$ cat src/rtl/coinc_pkg.sv
package coinc_pkg;
  localparam int NUM_SRC  = 12;
  localparam int BYTE_W   = 8;
  localparam int NUM_TRIG = 8;
  localparam int XING_W   = 12;
  localparam int TH_W     = 4;
  localparam int CNT_W    = $clog2(NUM_SRC + 1);
  localparam int MASK_W   = NUM_SRC * BYTE_W;
  localparam int SEL_W    = $clog2(NUM_TRIG);
  localparam logic [2:0]        FRAME_VER = 3'd1;
  localparam logic [BYTE_W-1:0] COMMA_K   = 8'hBC;

  // number of sources whose byte survives the mask as non-zero
  function automatic logic [CNT_W-1:0] masked_count(
    input logic [MASK_W-1:0] data,
    input logic [MASK_W-1:0] mask
  );
    logic [CNT_W-1:0] n;
    n = '0;
    for (int s = 0; s < NUM_SRC; s++) begin
      if ((data[s*BYTE_W +: BYTE_W] & ~mask[s*BYTE_W +: BYTE_W]) != '0)
        n = n + 1'b1;
    end
    return n;
  endfunction

  // threshold compare; thresholds beyond the source count are inert
  function automatic logic thresh_hit(
    input logic [CNT_W-1:0] cnt,
    input logic [TH_W-1:0]  th
  );
    return (32'(th) <= NUM_SRC) && (32'(cnt) >= 32'(th));
  endfunction
endpackage

$ cat src/rtl/coinc_cfg_bank.sv
module coinc_cfg_bank
  import coinc_pkg::*;
#(
  parameter int NT = NUM_TRIG,
  parameter int MW = MASK_W,
  parameter int TW = TH_W,
  localparam int SW = (NT > 1) ? $clog2(NT) : 1
) (
  input  logic            clk,
  input  logic            rst_n,
  input  logic            we,
  input  logic [SW-1:0]   sel,
  input  logic [MW-1:0]   wmask,
  input  logic [TW-1:0]   wth,
  output logic [NT*MW-1:0] mask_flat,
  output logic [NT*TW-1:0] th_flat
);
  genvar t;
  generate
    for (t = 0; t < NT; t++) begin : g_slot
      logic [MW-1:0] mask_q;
      logic [TW-1:0] th_q;
      wire           hit_sel = we && (32'(sel) == t);
      always_ff @(posedge clk) begin
        if (!rst_n) begin
          mask_q <= '0;
          th_q   <= '1;
        end else if (hit_sel) begin
          mask_q <= wmask;
          th_q   <= wth;
        end
      end
      assign mask_flat[t*MW +: MW] = mask_q;
      assign th_flat[t*TW +: TW]   = th_q;
    end
  endgenerate

  AST_CFG_HOLD: assert property (@(posedge clk) disable iff (!rst_n)
    !we |=> ($stable(mask_flat) && $stable(th_flat)));
endmodule

$ cat src/rtl/coinc_eval.sv
module coinc_eval
  import coinc_pkg::*;
#(
  parameter int NT = NUM_TRIG,
  parameter int MW = MASK_W,
  parameter int TW = TH_W,
  parameter int CW = CNT_W
) (
  input  logic             clk,
  input  logic             rst_n,
  input  logic [MW-1:0]    data,
  input  logic [NT*MW-1:0] mask_flat,
  input  logic [NT*TW-1:0] th_flat,
  output logic [NT-1:0]    hits
);
  genvar t;
  generate
    for (t = 0; t < NT; t++) begin : g_trig
      wire [TW-1:0] th_w    = th_flat[t*TW +: TW];
      wire [CW-1:0] count_w = masked_count(data, mask_flat[t*MW +: MW]);
      wire          hit_w   = thresh_hit(count_w, th_w);
      assign hits[t] = hit_w;

      AST_COUNT_RANGE: assert property (@(posedge clk) disable iff (!rst_n)
        32'(count_w) <= NUM_SRC);
      AST_ZERO_TH_FIRES: assert property (@(posedge clk) disable iff (!rst_n)
        (th_w == '0) |-> hit_w);
      AST_HIGH_TH_SILENT: assert property (@(posedge clk) disable iff (!rst_n)
        (32'(th_w) > NUM_SRC) |-> !hit_w);
    end
  endgenerate
endmodule

$ cat src/rtl/coinc_framer.sv
module coinc_framer
  import coinc_pkg::*;
#(
  parameter int NT = NUM_TRIG,
  parameter int XW = XING_W,
  parameter int BW = BYTE_W
) (
  input  logic          clk,
  input  logic          rst_n,
  input  logic          strobe,
  input  logic          first,
  input  logic [XW-1:0] xnum,
  input  logic [NT-1:0] trig,
  output logic [BW-1:0] out_byte,
  output logic          out_k,
  output logic          out_valid,
  output logic [1:0]    frame_pos
);
  logic [BW-1:0] hdr_q, xlo_q, trg_q;
  logic [BW-1:0] byte_q;
  logic          k_q, v_q;
  logic [1:0]    pos_q;

  always_ff @(posedge clk) begin
    if (!rst_n) begin
      hdr_q  <= '0;
      xlo_q  <= '0;
      trg_q  <= '0;
      byte_q <= '0;
      k_q    <= 1'b0;
      v_q    <= 1'b0;
      pos_q  <= '0;
    end else if (strobe) begin
      hdr_q  <= {first, FRAME_VER, xnum[XW-1 -: 4]};
      xlo_q  <= xnum[7:0];
      trg_q  <= BW'(trig);
      byte_q <= COMMA_K;
      k_q    <= 1'b1;
      v_q    <= 1'b1;
      pos_q  <= 2'd0;
    end else if (v_q) begin
      k_q <= 1'b0;
      if (pos_q == 2'd3) begin
        v_q    <= 1'b0;
        byte_q <= '0;
        pos_q  <= 2'd0;
      end else begin
        pos_q <= pos_q + 2'd1;
        unique case (pos_q)
          2'd0:    byte_q <= hdr_q;
          2'd1:    byte_q <= xlo_q;
          default: byte_q <= trg_q;
        endcase
      end
    end
  end

  assign out_byte  = byte_q;
  assign out_k     = k_q;
  assign out_valid = v_q;
  assign frame_pos = pos_q;

  AST_COMMA_AFTER_STROBE: assert property (@(posedge clk) disable iff (!rst_n)
    strobe |=> (out_k && out_valid && out_byte == COMMA_K));
  AST_K_ONLY_COMMA: assert property (@(posedge clk) disable iff (!rst_n)
    out_k |-> (out_byte == COMMA_K && frame_pos == 2'd0));
  AST_VER_FIELD: assert property (@(posedge clk) disable iff (!rst_n)
    (out_valid && frame_pos == 2'd1) |-> (out_byte[6:4] == FRAME_VER));
  AST_BYTE_SEQ: assert property (@(posedge clk) disable iff (!rst_n)
    (out_valid && !strobe && frame_pos != 2'd3) |=> (out_valid && !out_k));
  AST_FRAME_END: assert property (@(posedge clk) disable iff (!rst_n)
    (out_valid && !strobe && frame_pos == 2'd3) |=> !out_valid);
endmodule

$ cat src/rtl/coinc_trigger_top.sv
module coinc_trigger_top
  import coinc_pkg::*;
(
  input  logic               clk,
  input  logic               rst_n,
  input  logic [MASK_W-1:0]  src_bytes,
  input  logic               xing_strobe,
  input  logic [XING_W-1:0]  xing_num,
  input  logic               first_xing,
  input  logic               cfg_we,
  input  logic [SEL_W-1:0]   cfg_sel,
  input  logic [MASK_W-1:0]  cfg_mask,
  input  logic [TH_W-1:0]    cfg_thresh,
  output logic [BYTE_W-1:0]  out_byte,
  output logic               out_is_k,
  output logic               out_valid
);
  logic [NUM_TRIG*MASK_W-1:0] mask_flat;
  logic [NUM_TRIG*TH_W-1:0]   th_flat;
  logic [NUM_TRIG-1:0]        trig_hits;
  logic [1:0]                 frame_pos;

  coinc_cfg_bank #(.NT(NUM_TRIG), .MW(MASK_W), .TW(TH_W)) u_cfg (
    .clk(clk), .rst_n(rst_n), .we(cfg_we), .sel(cfg_sel),
    .wmask(cfg_mask), .wth(cfg_thresh),
    .mask_flat(mask_flat), .th_flat(th_flat)
  );

  coinc_eval #(.NT(NUM_TRIG), .MW(MASK_W), .TW(TH_W), .CW(CNT_W)) u_eval (
    .clk(clk), .rst_n(rst_n), .data(src_bytes),
    .mask_flat(mask_flat), .th_flat(th_flat), .hits(trig_hits)
  );

  coinc_framer #(.NT(NUM_TRIG), .XW(XING_W), .BW(BYTE_W)) u_frm (
    .clk(clk), .rst_n(rst_n), .strobe(xing_strobe), .first(first_xing),
    .xnum(xing_num), .trig(trig_hits),
    .out_byte(out_byte), .out_k(out_is_k), .out_valid(out_valid),
    .frame_pos(frame_pos)
  );

  AST_RESET_IDLE: assert property (@(posedge clk)
    !rst_n |=> (!out_valid && !out_is_k && out_byte == '0));
endmodule

$ cat config.mk
export PLATFORM = sky130hd
export DESIGN_NAME = coinc_trigger_top
export DESIGN_NICKNAME = d
export VERILOG_FILES = /design/src/rtl/coinc_pkg.sv /design/src/rtl/coinc_cfg_bank.sv /design/src/rtl/coinc_eval.sv /design/src/rtl/coinc_framer.sv /design/src/rtl/coinc_trigger_top.sv
export SDC_FILE = /design/constraint.sdc
export NUM_CORES = 2
export LEC_CHECK = 0
export BUFFER_PORTS_ARGS = -buffer_cell sky130_fd_sc_hd__clkbuf_2
export CAP_MARGIN = 20
export CORE_MARGIN = 5
export CORE_UTILIZATION = 45
export DETAILED_ROUTE_END_ITERATION = 6
export PLACE_DENSITY = 0.65
export SLEW_MARGIN = 10
export SYNTH_ARGS = -nofsm -noshare
export SYNTH_HDL_FRONTEND = slang
export SYNTH_SLANG_ARGS = --single-unit
$ cat constraint.sdc
create_clock -name clk -period 22.8 [get_ports clk]
set_input_delay 2.28 -clock clk [delete_from_list [all_inputs] [get_ports clk]]
set_output_delay 2.28 -clock clk [all_outputs]
set_load 0.005 [all_outputs]
==> results.toml <==
[floorplanning]
fp.coreArea_um2 = 96900
die_w_um = 323
initial_core_util_pct = 45.5
die_y_um = 323
dieArea_um2 = 104000
pin_count = 226
fp-row-count = 114

[timing]
hold_viol_final = 0
period_needed_ns = 9.25
setup_viol = 0
grt_setup_unrepaired = "no"
slew_viol_final = 0
min_period_over_period_pct = 40.6
worstMarginPinSlew_ns = 1.13
finClkSkew_ns = 0.0231
fin_tns_setup_ns = 0
max_slew_margin_pct = 24.2
fmaxAchievable_mhz = 108

[clocking]
post_cts_resized = 0
cts_tree = "done"
clk-insertion-delay-late_ns = 0.67
ctsRootBufferMaster = "clkbuf_16"
cts_hold_buf = 0
cts_setup_buffers = 0
cts-buffers-inserted = 92
clock_tree.buffer_depth = 3
clk_pin_slew_worst_paths_ns = 0.06
htree_levels = 3
clkSinkCount = 834

[placement]
port_buffers = 225
dp_cells = 6617
dpl.hpwl_um = 89200
gp_congestion = 0.865

[routing]
dr.pass1.iters = 5
drc = 0
first_iter_violations = 2864
wl_per_cell_um = 19.2
ant_nets = 0
vias_per_cell = 5.53
vias = 37600
wirelength_um = 130000

[global_route]
grt_max_degree = 192
groute.usage.overall_pct = 24.2
grt_first_pass_wirelength_um = 204000
overflow = 0
grt_pass1_vias = 35800
antenna_found_initial = 3

[hold_path]
min_path_type = "flop to flop"

[run]
max_cap_viol_count = 0

[logic_synthesis]
yosys.area_share.simple_pct = 20.6
syn_area_um2 = 44000
async_reset_ff_share_pct = 0
yosysTopAreaCell = "dfxtp_1"
synthMuxAreaShare_pct = 1.67
synth_top_area_share_pct = 37.9
synth_edf_count = 0
yosys_warnings = 0
synth_compound_area_share_pct = 23.1
synthFlopType = "dfxtp_1"
ys_seq_area_share_pct = 37.9
syn_nets = 5804
ys_ff_latch = 834
synth_top_family_by_area = "compound AO/OA/AOI/OAI gates"
synthTopCellsByArea = "dfxtp_1 38%, nand2_1 14%, a21boi_0 13%"
avgSynthCellArea_um2 = 8.06
syn_inst = 5465
synth.distinct_cells = 93
synthAdderAreaFrac_pct = 3.50
synth_xor_xnor_area_share_pct = 7.26

[finish]
layout.nets = 5779
diodes = 0
layoutNonFillerInstCount = 6791
syn_to_final_growth_pct = 10.7
drive_gt1_share_pct = 11.2

[power]
max-vdd-ir-drop_v = 0.0000492
p_sw_share_pct = 25.6
pwr-share-seq_pct = 42.8
p_total_mw = 3.52
intPower_mw = 2.62
power_frac_comb_pct = 12.4
power.switching_mw = 0.902
clock_power_share_pct = 44.8
leakage_nw = 17.7
powerDensity_nw_per_um2 = 72.3

[setup_path]
critical_path_class = "input pin to flop"
path_max_fanout = 8
required_ns = 23.35
cp_slowest_cell = "o311ai_0"
critPathBufInv = 3
cp_data_arrival_time_ns = 9.80
cp_top_family = "adder cells"
path_common_cell = "ha_1"
critPathCaptureType = "flop"
start_kind = "input pin"
crit_path_max_incr_delay_ns = 0.73

[outcome]
status = "finished, final reports clean"
## layout make-up
class                           count  area [um2]
Clock buffer                      140        2800
Clock inverter                     29         452
Fill cell                        9092       48100
Inverter                          186         703
Multi-Input combinational cell   4039       24900
Sequential cell                   834       16700
Tap cell                         1276        1600
Timing Repair Buffer              287        1600
## cells by family after synthesis
kind of cell | count (synthesis)
flops | 834
xor+xnor | 288
compound gates | 1430
mux | 69
buf+inv | 592
fa+ha+maj | 123
simple gates | 2129
## cells in the final DEF, fill, tap and decap left out, types with 47 or more instances in the layout
master     synthesis  layout
nand2_1         1693    1690
dfxtp_1          834     834
a21boi_0         777     777
o22ai_1          353     353
clkbuf_2           3     225
xnor2_1          157     157
inv_1            136     136
ha_1             123     123
clkbuf_16          0      93
xor2_1            83      83
nor2_1            87      81
nand2b_1          77      77
buf_4             97      59
a21oi_1           55      55
o21ai_0           47      47
## metrics by stage
step	hold WS, ns	util, %	worst slack (ns)	instance area, um2
6_report	0.458	50.3	13.55	48700
5_1_grt	0.478	50.3	13.26	48700
3_3_place_gp	0.435	46.9	13.06	45500
3_5_place_dp	0.445	46.9	12.98	45500
4_1_cts	0.459	50.3	13.67	48700
2_1_floorplan	0.417	-	13.81	44000
## flip-flops by register name, summed over array words and instances (netlist names)
register and cells:
u_cfg.g_slot.mask_q 768, u_cfg.g_slot.th_q 32, u_frm.frame_pos 2, u_frm.hdr_q 6, u_frm.out_byte 8, u_frm.out_k 1
u_frm.out_valid 1, u_frm.trg_q 8, u_frm.xlo_q 8
## cell usage after synthesis (all sizes together), types with 10 or more instances
| cell type | n |
|---|---|
| o21ai | 48 |
| xor2 | 95 |
| a21o | 20 |
| a31oi | 23 |
| o2111ai | 14 |
| o211ai | 40 |
| or2 | 10 |
| o41ai | 19 |
| dfxtp | 834 |
| nor3 | 31 |
| nor2 | 88 |
| o22ai | 356 |
| mux2i | 32 |
| xnor3 | 17 |
| nand3 | 39 |
| o31ai | 10 |
| nand2 | 1694 |
| or4 | 37 |
| ha | 123 |
| nand2b | 77 |
| xnor2 | 172 |
| mux2 | 37 |
| nor4 | 62 |
| buf | 111 |
| a21boi | 777 |
| nor2b | 39 |
| clkbuf | 295 |
| and2 | 13 |
| inv | 181 |
| a21oi | 55 |
## power groups by stage
stage	sequential [mW]	combinational (mW)	clock [mW]
final	1.51	0.437	1.58
after CTS	1.51	0.437	1.60
after global placement	1.54	0.427	0
after global routing	1.51	0.482	1.66
after floorplan	1.54	0.325	0
after detailed placement	1.54	0.435	0
## path summary, 6_finish.rpt
path                              startpoint              to  slack [ns]  cells past startpoint
setup / recovery                src_bytes[3]  u_frm.trg_q[7]       13.55                     29
hold / removal                u_frm.hdr_q[4]  u_frm.hdr_q[4]        0.46                      1
setup reg to reg  u_cfg.g_slot[3].mask_q[11]  u_frm.trg_q[3]       15.21                     30
hold reg to reg               u_frm.hdr_q[4]  u_frm.hdr_q[4]        0.46                      1
## metal layers
| metal | wire length (um) | share of wire, % | GRT usage, % |
|---|---|---|---|
| met1 | 58700 | 45 | 32.3 |
| met2 | 62400 | 48 | 41.8 |
| met3 | 6220 | 4.8 | 3.11 |
| met4 | 2850 | 2.2 | 5.50 |
| met5 | 27 | 0.021 | 0 |
Power figures use the tool's default switching activity.
